[config.mk]
export PLATFORM = sky130hd
export DESIGN_NAME = branch_cc_unit
export DESIGN_NICKNAME = d
export VERILOG_FILES = /design/src/rtl/bcu_pkg.sv /design/src/rtl/bcu_decode.sv /design/src/rtl/bcu_cond.sv /design/src/rtl/bcu_target.sv /design/src/rtl/branch_cc_unit.sv
export SDC_FILE = /design/constraint.sdc
export NUM_CORES = 1
export LEC_CHECK = 0
export ABC_AREA = 0
export BUFFER_PORTS_ARGS = -buffer_cell sky130_fd_sc_hd__buf_2
export CORE_AREA = 4 4 95 120
export CTS_BUF_LIST = sky130_fd_sc_hd__clkbuf_4 sky130_fd_sc_hd__clkbuf_8 sky130_fd_sc_hd__clkbuf_16
export DETAILED_ROUTE_END_ITERATION = 8
export DIE_AREA = 0 0 99 124
export PLACE_DENSITY = 0.57
export SLEW_MARGIN = 40
export SYNTH_ARGS = -nofsm -noshare
export SYNTH_HDL_FRONTEND = slang
export SYNTH_SLANG_ARGS = --single-unit
[constraint.sdc]
create_clock -name clk -period 1.6 [get_ports clk]
set_clock_uncertainty 0.1 [all_clocks]
set_input_delay 0.16 -clock clk [delete_from_list [all_inputs] [get_ports clk]]
set_output_delay 0.16 -clock clk [all_outputs]
set_load 0.05 [all_outputs]
[src/rtl/bcu_pkg.sv]
package bcu_pkg;
  localparam int FLAG_W  = 4;
  localparam int RIDX_W  = 3;
  localparam int INSTR_W = 16;
  localparam int BOFF_W  = 8;
  localparam int LOOP_W  = 6;
  localparam int SEL_W   = 4;

  // flag nibble bit positions
  localparam int F_N = 3;
  localparam int F_Z = 2;
  localparam int F_V = 1;
  localparam int F_C = 0;

  // top 12 bits of the flag operation words
  localparam logic [11:0] CC_CLR_HI = 12'h00A;
  localparam logic [11:0] CC_SET_HI = 12'h00B;
  // top 7 bits of the loop word
  localparam logic [6:0]  LOOP_HI   = 7'b0111111;

  typedef enum logic [1:0] {
    KIND_NONE = 2'd0,
    KIND_BR   = 2'd1,
    KIND_CC   = 2'd2,
    KIND_LOOP = 2'd3
  } kind_e;
endpackage

[src/rtl/bcu_decode.sv]
module bcu_decode
  import bcu_pkg::*;
(
  input  logic [INSTR_W-1:0] instr,
  output kind_e              kind,
  output logic [SEL_W-1:0]   cond_sel,
  output logic               cc_set,
  output logic [FLAG_W-1:0]  cc_mask,
  output logic [BOFF_W-1:0]  br_off,
  output logic [LOOP_W-1:0]  loop_dist,
  output logic [RIDX_W-1:0]  loop_reg
);
  logic lo_group, hi_group;

  // branch groups: high byte 0x01..0x07 and 0x80..0x87
  assign lo_group = (instr[15:11] == 5'b00000) && (instr[10:8] != 3'b000);
  assign hi_group = (instr[15:11] == 5'b10000);

  assign cond_sel  = {instr[15], instr[10:8]};
  assign cc_set    = instr[4];
  assign cc_mask   = instr[FLAG_W-1:0];
  assign br_off    = instr[BOFF_W-1:0];
  assign loop_dist = instr[LOOP_W-1:0];
  assign loop_reg  = instr[8:6];

  always_comb begin
    if (lo_group || hi_group)
      kind = KIND_BR;
    else if (instr[15:4] == CC_CLR_HI || instr[15:4] == CC_SET_HI)
      kind = KIND_CC;
    else if (instr[15:9] == LOOP_HI)
      kind = KIND_LOOP;
    else
      kind = KIND_NONE;
  end
endmodule

[src/rtl/bcu_cond.sv]
module bcu_cond
  import bcu_pkg::*;
(
  input  logic [SEL_W-1:0]  sel,
  input  logic [FLAG_W-1:0] flags,
  output logic              take
);
  logic n, z, v, c, lt;

  assign n  = flags[F_N];
  assign z  = flags[F_Z];
  assign v  = flags[F_V];
  assign c  = flags[F_C];
  assign lt = n ^ v;

  always_comb begin
    unique case (sel)
      4'h1: take = 1'b1;
      4'h2: take = !z;
      4'h3: take = z;
      4'h4: take = !lt;
      4'h5: take = lt;
      4'h6: take = !z && !lt;
      4'h7: take = z || lt;
      4'h8: take = !n;
      4'h9: take = n;
      4'hA: take = !c && !z;
      4'hB: take = c || z;
      4'hC: take = !v;
      4'hD: take = v;
      4'hE: take = !c;
      4'hF: take = c;
      default: take = 1'b0;
    endcase
  end
endmodule

[src/rtl/bcu_target.sv]
module bcu_target
  import bcu_pkg::*;
#(
  parameter int DW = 16
) (
  input  logic [DW-1:0]     pc,
  input  logic [BOFF_W-1:0] br_off,
  input  logic [LOOP_W-1:0] loop_dist,
  output logic [DW-1:0]     fwd_tgt,
  output logic [DW-1:0]     back_tgt
);
  localparam int BPAD = DW - BOFF_W - 1;
  localparam int LPAD = DW - LOOP_W - 1;

  logic [DW-1:0] br_bytes, loop_bytes;

  assign br_bytes   = {{BPAD{br_off[BOFF_W-1]}}, br_off, 1'b0};
  assign loop_bytes = {{LPAD{1'b0}}, loop_dist, 1'b0};
  assign fwd_tgt    = pc + br_bytes;
  assign back_tgt   = pc - loop_bytes;
endmodule

[src/rtl/branch_cc_unit.sv]
module branch_cc_unit
  import bcu_pkg::*;
#(
  parameter int DW = 16
) (
  input  logic                clk,
  input  logic                rst_n,
  input  logic                in_valid,
  output logic                in_ready,
  input  logic [INSTR_W-1:0]  in_instr,
  input  logic [DW-1:0]       in_pc,
  input  logic [FLAG_W-1:0]   in_flags,
  input  logic [DW-1:0]       in_reg_val,
  output logic                out_valid,
  input  logic                out_ready,
  output logic                out_taken,
  output logic [DW-1:0]       out_target,
  output logic [FLAG_W-1:0]   out_flags,
  output logic                out_wb_en,
  output logic [RIDX_W-1:0]   out_wb_reg,
  output logic [DW-1:0]       out_wb_val,
  output logic                out_illegal
);
  kind_e              kind;
  logic [SEL_W-1:0]   cond_sel;
  logic               cc_set;
  logic [FLAG_W-1:0]  cc_mask;
  logic [BOFF_W-1:0]  br_off;
  logic [LOOP_W-1:0]  loop_dist;
  logic [RIDX_W-1:0]  loop_reg;
  logic               br_take;
  logic [DW-1:0]      fwd_tgt, back_tgt, dec_val;

  logic               n_taken, n_wb_en, n_illegal;
  logic [DW-1:0]      n_target, n_wb_val;
  logic [FLAG_W-1:0]  n_flags;
  logic [RIDX_W-1:0]  n_wb_reg;
  logic               accept;

  bcu_decode u_dec (
    .instr    (in_instr),
    .kind     (kind),
    .cond_sel (cond_sel),
    .cc_set   (cc_set),
    .cc_mask  (cc_mask),
    .br_off   (br_off),
    .loop_dist(loop_dist),
    .loop_reg (loop_reg)
  );

  bcu_cond u_cond (
    .sel  (cond_sel),
    .flags(in_flags),
    .take (br_take)
  );

  bcu_target #(.DW(DW)) u_tgt (
    .pc       (in_pc),
    .br_off   (br_off),
    .loop_dist(loop_dist),
    .fwd_tgt  (fwd_tgt),
    .back_tgt (back_tgt)
  );

  assign dec_val = in_reg_val - {{(DW-1){1'b0}}, 1'b1};

  always_comb begin
    n_taken   = 1'b0;
    n_target  = in_pc;
    n_flags   = in_flags;
    n_wb_en   = 1'b0;
    n_wb_reg  = '0;
    n_wb_val  = '0;
    n_illegal = 1'b0;
    unique case (kind)
      KIND_BR: begin
        n_taken  = br_take;
        n_target = br_take ? fwd_tgt : in_pc;
      end
      KIND_CC: begin
        n_flags = cc_set ? (in_flags | cc_mask) : (in_flags & ~cc_mask);
      end
      KIND_LOOP: begin
        n_wb_en  = 1'b1;
        n_wb_reg = loop_reg;
        n_wb_val = dec_val;
        n_taken  = (dec_val != '0);
        n_target = (dec_val != '0) ? back_tgt : in_pc;
      end
      default: n_illegal = 1'b1;
    endcase
  end

  assign in_ready = !out_valid || out_ready;
  assign accept   = in_valid && in_ready;

  always_ff @(posedge clk or negedge rst_n) begin
    if (!rst_n) begin
      out_valid   <= 1'b0;
      out_taken   <= 1'b0;
      out_target  <= '0;
      out_flags   <= '0;
      out_wb_en   <= 1'b0;
      out_wb_reg  <= '0;
      out_wb_val  <= '0;
      out_illegal <= 1'b0;
    end else if (accept) begin
      out_valid   <= 1'b1;
      out_taken   <= n_taken;
      out_target  <= n_target;
      out_flags   <= n_flags;
      out_wb_en   <= n_wb_en;
      out_wb_reg  <= n_wb_reg;
      out_wb_val  <= n_wb_val;
      out_illegal <= n_illegal;
    end else if (out_ready) begin
      out_valid   <= 1'b0;
    end
  end
endmodule

Word-level counts from Yosys, hierarchy flattened
Cells that the tools add are included.
Widths: inputs -> output; s select.
{"block": "totals", "ram_bits": 0, "output_inout_bits": 44, "regBits": 43, "latch_bits": 0, "rom_bits": 0, "mem_count": 0}
{"block": "classes", "n_shift": 0, "n_eq_ne": 22, "div_mod_pow": 0, "bitwise": 4, "addsub": 3, "n_mul": 0, "muxes": 16, "order_cmp": 0, "n_reduce_logical": 20}
{"operator": "$mux 16", "n": 3}
{"operator": "$eq 4x4->1 const B", "n": 8}
{"operator": "$pmux 16 s2", "n": 1}
{"operator": "$eq 12x4->1 const B", "n": 2}
{"operator": "$add 16x16->16", "n": 1}
{"operator": "$eq 4x3->1 const B", "n": 4}
{"operator": "$reduce_bool 16->1", "n": 1}
{"operator": "$sub 16x1->16 const B", "n": 1}
{"operator": "$sub 16x7->16", "n": 1}
{"operator": "$pmux 1 s15", "n": 1}
{"operator": "$eq 4x2->1 const B", "n": 2}
{"operator": "$mux 4", "n": 2}
{"operator": "$eq 7x6->1 const B", "n": 1}
{"operator": "$logic_not 1->1", "n": 6}
{"operator": "$mux 2", "n": 3}
{"operator": "$eq 5x5->1 const B", "n": 1}
{"operator": "$logic_not 5->1", "n": 1}
{"operator": "$logic_or 1x1->1", "n": 5}
{"operator": "$and 4x4->4", "n": 1}
{"operator": "$eq 2x2->1 const B", "n": 2}
{"operator": "$eq 4x1->1 const B", "n": 1}
{"operator": "$logic_and 1x1->1", "n": 4}
{"operator": "$mux 1", "n": 4}
{"operator": "$not 4->4", "n": 1}
{"operator": "other kinds (8)", "n": 8}

Depth between registers and ports, before layout
{"block": "logic_depth", "word_depth": 7, "depth_mapped": 12, "ltp_nobuf": 11}

Modules after synthesis
From an unflattened synthesis, not the netlist that was laid out.
{"block": "unflattened", "cells_unflattened": 533, "area_unflattened_um2": 4226.6}
{"module": "branch_cc_unit", "instances": 1, "cells_per_inst": 321, "area_each_um2": 2737.6, "seq_area_each_um2": 1076.0}
{"module": "bcu_target", "instances": 1, "cells_per_inst": 152, "area_each_um2": 1094.8, "seq_area_each_um2": 0.0}
{"module": "bcu_decode", "instances": 1, "cells_per_inst": 34, "area_each_um2": 246.5, "seq_area_each_um2": 0.0}
{"module": "bcu_cond", "instances": 1, "cells_per_inst": 26, "area_each_um2": 147.6, "seq_area_each_um2": 0.0}

Worst setup path after synthesis
Ideal clock, no wire load.
{"block": "synth_path", "kind": "input port to flip-flop", "start": "input port in_reg_val[1]", "end": "register out_target[4]", "setup_ns": 0.120, "arrival_ns": 2.574, "setup_slack_ns": -1.194, "stages": 11, "cell_sequence": "inv_1 -> ha_1 -> or3b_2 -> clkbuf_1 -> or4_1 -> nor2_1 -> mux2i_1 -> and4bb_4 -> nor2_2 -> a221o_1 -> a31o_1"}
{"block": "synth_between", "elab_chain_len": 4}
{"element": "from (decl)", "line": "branch_cc_unit.sv:13", "source": "input logic [DW-1:0] in_reg_val,"}
{"element": "$sub 16x1->16", "line": "branch_cc_unit.sv:65", "source": "assign dec_val = in_reg_val - {{(DW-1){1'b0}}, 1'b1};"}
{"element": "$reduce_bool 16->1", "line": "branch_cc_unit.sv:88", "source": "n_target = (dec_val != '0) ? back_tgt : in_pc;"}
{"element": "$mux 16", "line": "branch_cc_unit.sv:88"}
{"element": "$pmux 16 s2", "line": "branch_cc_unit.sv:75", "source": "unique case (kind)"}
{"element": "to (signal assigned)", "line": "branch_cc_unit.sv:110", "source": "out_target <= n_target;"}
{"element": "to (decl)", "line": "branch_cc_unit.sv:17", "source": "output logic [DW-1:0] out_target,"}
Every way passes these cells.
A chain may end at the register's enable or synchronous reset.

Worst setup path after layout
{"block": "layout_path", "start": "input port in_reg_val[4]", "end": "register out_target[6]"}
Same word-level chain as after synthesis.

==> out/results.ini <==
[status]
status = finished with violations
violations = negative setup slack

[synth]
syn_area_sq_um = 3520
synth_cell_types = 67
yosysSeqAreaShare_pct = 30.6
synth_ff_type = dfrtp_1
syn_nets = 507
async_reset_ff_share_pct = 100
syn_area_per_cell_sq_um = 8.25
synth.area.top_cells = dfrtp_1 31%, ha_1 7.8%, nand2_1 6.8%
synth_top_cell_by_area = dfrtp_1
ys_seq_elements = 43
synthCells = 427
synth_edf_count = 0
synth_warnings = 0
synth_top_area_share_pct = 30.6

[timing]
min_period_over_period_pct = 155
relSlewSlack_pct = 67.5
rsz0062_at_grt = true
hold_viol = 0
tns_ns = -13.22
slew_violations = 0
fin_ws_ns = -0.880
max_freq_mhz = 403
setup_viol = 18
finalCriticalPeriod_ns = 2.48
worst_pin_slew_ns = 0.482

[critical_path]
critical_path.max_fanout = 8
worstPathArrival_ns = 2.56
reg2regPathDepth = 5
endpoint_kind = register
startpoint_type = primary input
worstSetupPathType = in -> reg
required_ns = 1.68

[place]
dp_cells = 775
io_buffers = 99
dp_hpwl_mm = 10.2
post-place-ws_ns = -1.35
place_congestion = 0.883

[finish]
fillers = 943
stdcell_count = 797
n_antenna_cell = 0
synthToLayoutAreaGrowth_pct = 64.9
layout_common_cells = 136 x buf_4, 92 x buf_2, 59 x nand2_1, 42 x dfrtp_1, 34 x nor2_1
multi_input_area_sq_um = 2610
drive_above_1_share_pct = 46.8
top_regs = out_target: 16 flops, out_wb_val: 16 flops, out_flags: 4 flops
final_common_cell = buf_4
postLayoutCoreUtil_pct = 56.1
seqCellArea_sq_um = 1080
fin_nets = 744

[global_route]
grt_pass1_vias = 4348
grt_max_degree = 26
grt.overflow.total = 0
grt_usage_pct = 20.9
grt_pass1_wl_mm = 20.8
antenna_found_initial = 0

[clock_tree]
clock_sinks = 43
htree_levels = 2
cts-root-buf = clkbuf_16
tritoncts = yes
cts-buffers-inserted = 5
clock_latency_ns = 0.29
path_clk_slew_ns = 0.07
clockBufferDepth = 2

[route]
wire_per_inst_microns = 16.4
drt-total-wl_mm = 13.0
drcViolationCount = 0
vias = 4213
routed_via_density = 5.29
drtAntennaViolNets = 0
dr.pass1.iters = 6
first_iter_violations = 176

[power]
finalPower_mw = 3.83
p_leak_nw = 2.79
ir_worst_vdd_mv = 0.350
p_per_area_nw_per_um2 = 660

[min_path]
holdCritPathClass = in -> reg
whs_path_depth = 2

[floorplanning]
core_area_sq_um = 10400
initial_utilization_pct = 34.0
io_pins = 100
fp-row-count = 42
chipWidth_microns = 99
die_area_sq_um = 12300
die_h_microns = 124

[job]
drv_cap = 0

[critical path, cell delays in order]
cell,delay (ns)
buf_6,0.09
or4_4,0.58
or4_4,0.52
o22ai_2,0.10
mux2i_1,0.08
and4bb_4,0.42
nand2b_4,0.21
nor3_2,0.04
o32a_1,0.34
[final timing paths]
path	from	slack (ns)	end
min	in_valid	0.01	out_valid
max reg2reg	out_valid	0.09	out_target[15]
min in group asynchronous	rst_n	0.26	out_target[5]
max in group asynchronous	rst_n	0.52	out_valid
max	in_reg_val[4]	-0.88	out_target[6]
min reg2reg	out_wb_reg[0]	0.37	out_wb_reg[0]
[cell type report]
type | count | area share [%]
Clock inverter | 2 | 0.280
Multi-Input combinational cell | 349 | 44.9
Tap cell | 132 | 2.84
Timing Repair Buffer | 246 | 29.6
Inverter | 19 | 1.49
Sequential cell | 43 | 18.5
Clock buffer | 6 | 2.39
[cell families (layout without fill, tap and decap cells)]
group	after synthesis	in the layout	synth area share, %
DFF	43	43	30.6
and+or+nand+nor	196	196	28.1
xor gates and xnor gates	22	22	5.47
adders and majority gates	24	24	8.95
buffers and inverters	35	273	4.16
muxes	9	9	2.59
AOI/OAI and AO/OA	98	98	20.1
[cells in the mapped netlist (all sizes together) (4+ instances only)]
library cell	number
ha	22
or4	8
o311ai	4
a31oi	5
nor2	40
nand3	15
or3	9
a21oi	13
mux2i	8
nand2	64
xnor2	15
nand2b	11
a22o	4
nor4	9
xor2	7
clkbuf	13
nor3	16
and2	7
o21ai	24
dfrtp	43
inv	19
o221ai	4
a211oi	5
o31ai	7
[timing repair]
action	4_1_cts	5_1_grt
resized for setup	43	30
pin swaps	22	18
hold buffers	2	0
endpoints found under the setup margin	24	25
setup buffers	7	6
hold endpoints to repair	18	0
[metrics by stage]
stage	area, sq um	hold WS [ns]
floorplan	3650	-0.236
global placement	5240	0.0532
detailed placement	5240	0.0457
CTS	5670	0.00692
global route	5810	0.00985
finish	5810	0.0104
[per-layer routing]
layer  part of all wire, %  vias up  track usage, %
li1                      -     2041               -
met1                    41     2014            24.0
met2                    51      130            38.9
met3                   5.7       28            4.65
met4                   2.5        0            6.06
met5                     0        -               0
[power by group]
part | switching [mW] | leakage [nW] | internal, mW
Clock | 0.475 | 0.0731 | 0.625
Combinational | 0.896 | 2.17 | 0.619
Sequential | 0.0502 | 0.549 | 1.17
Total | 1.42 | 2.79 | 2.41
Note: power is estimated with default switching activity, not from simulation.
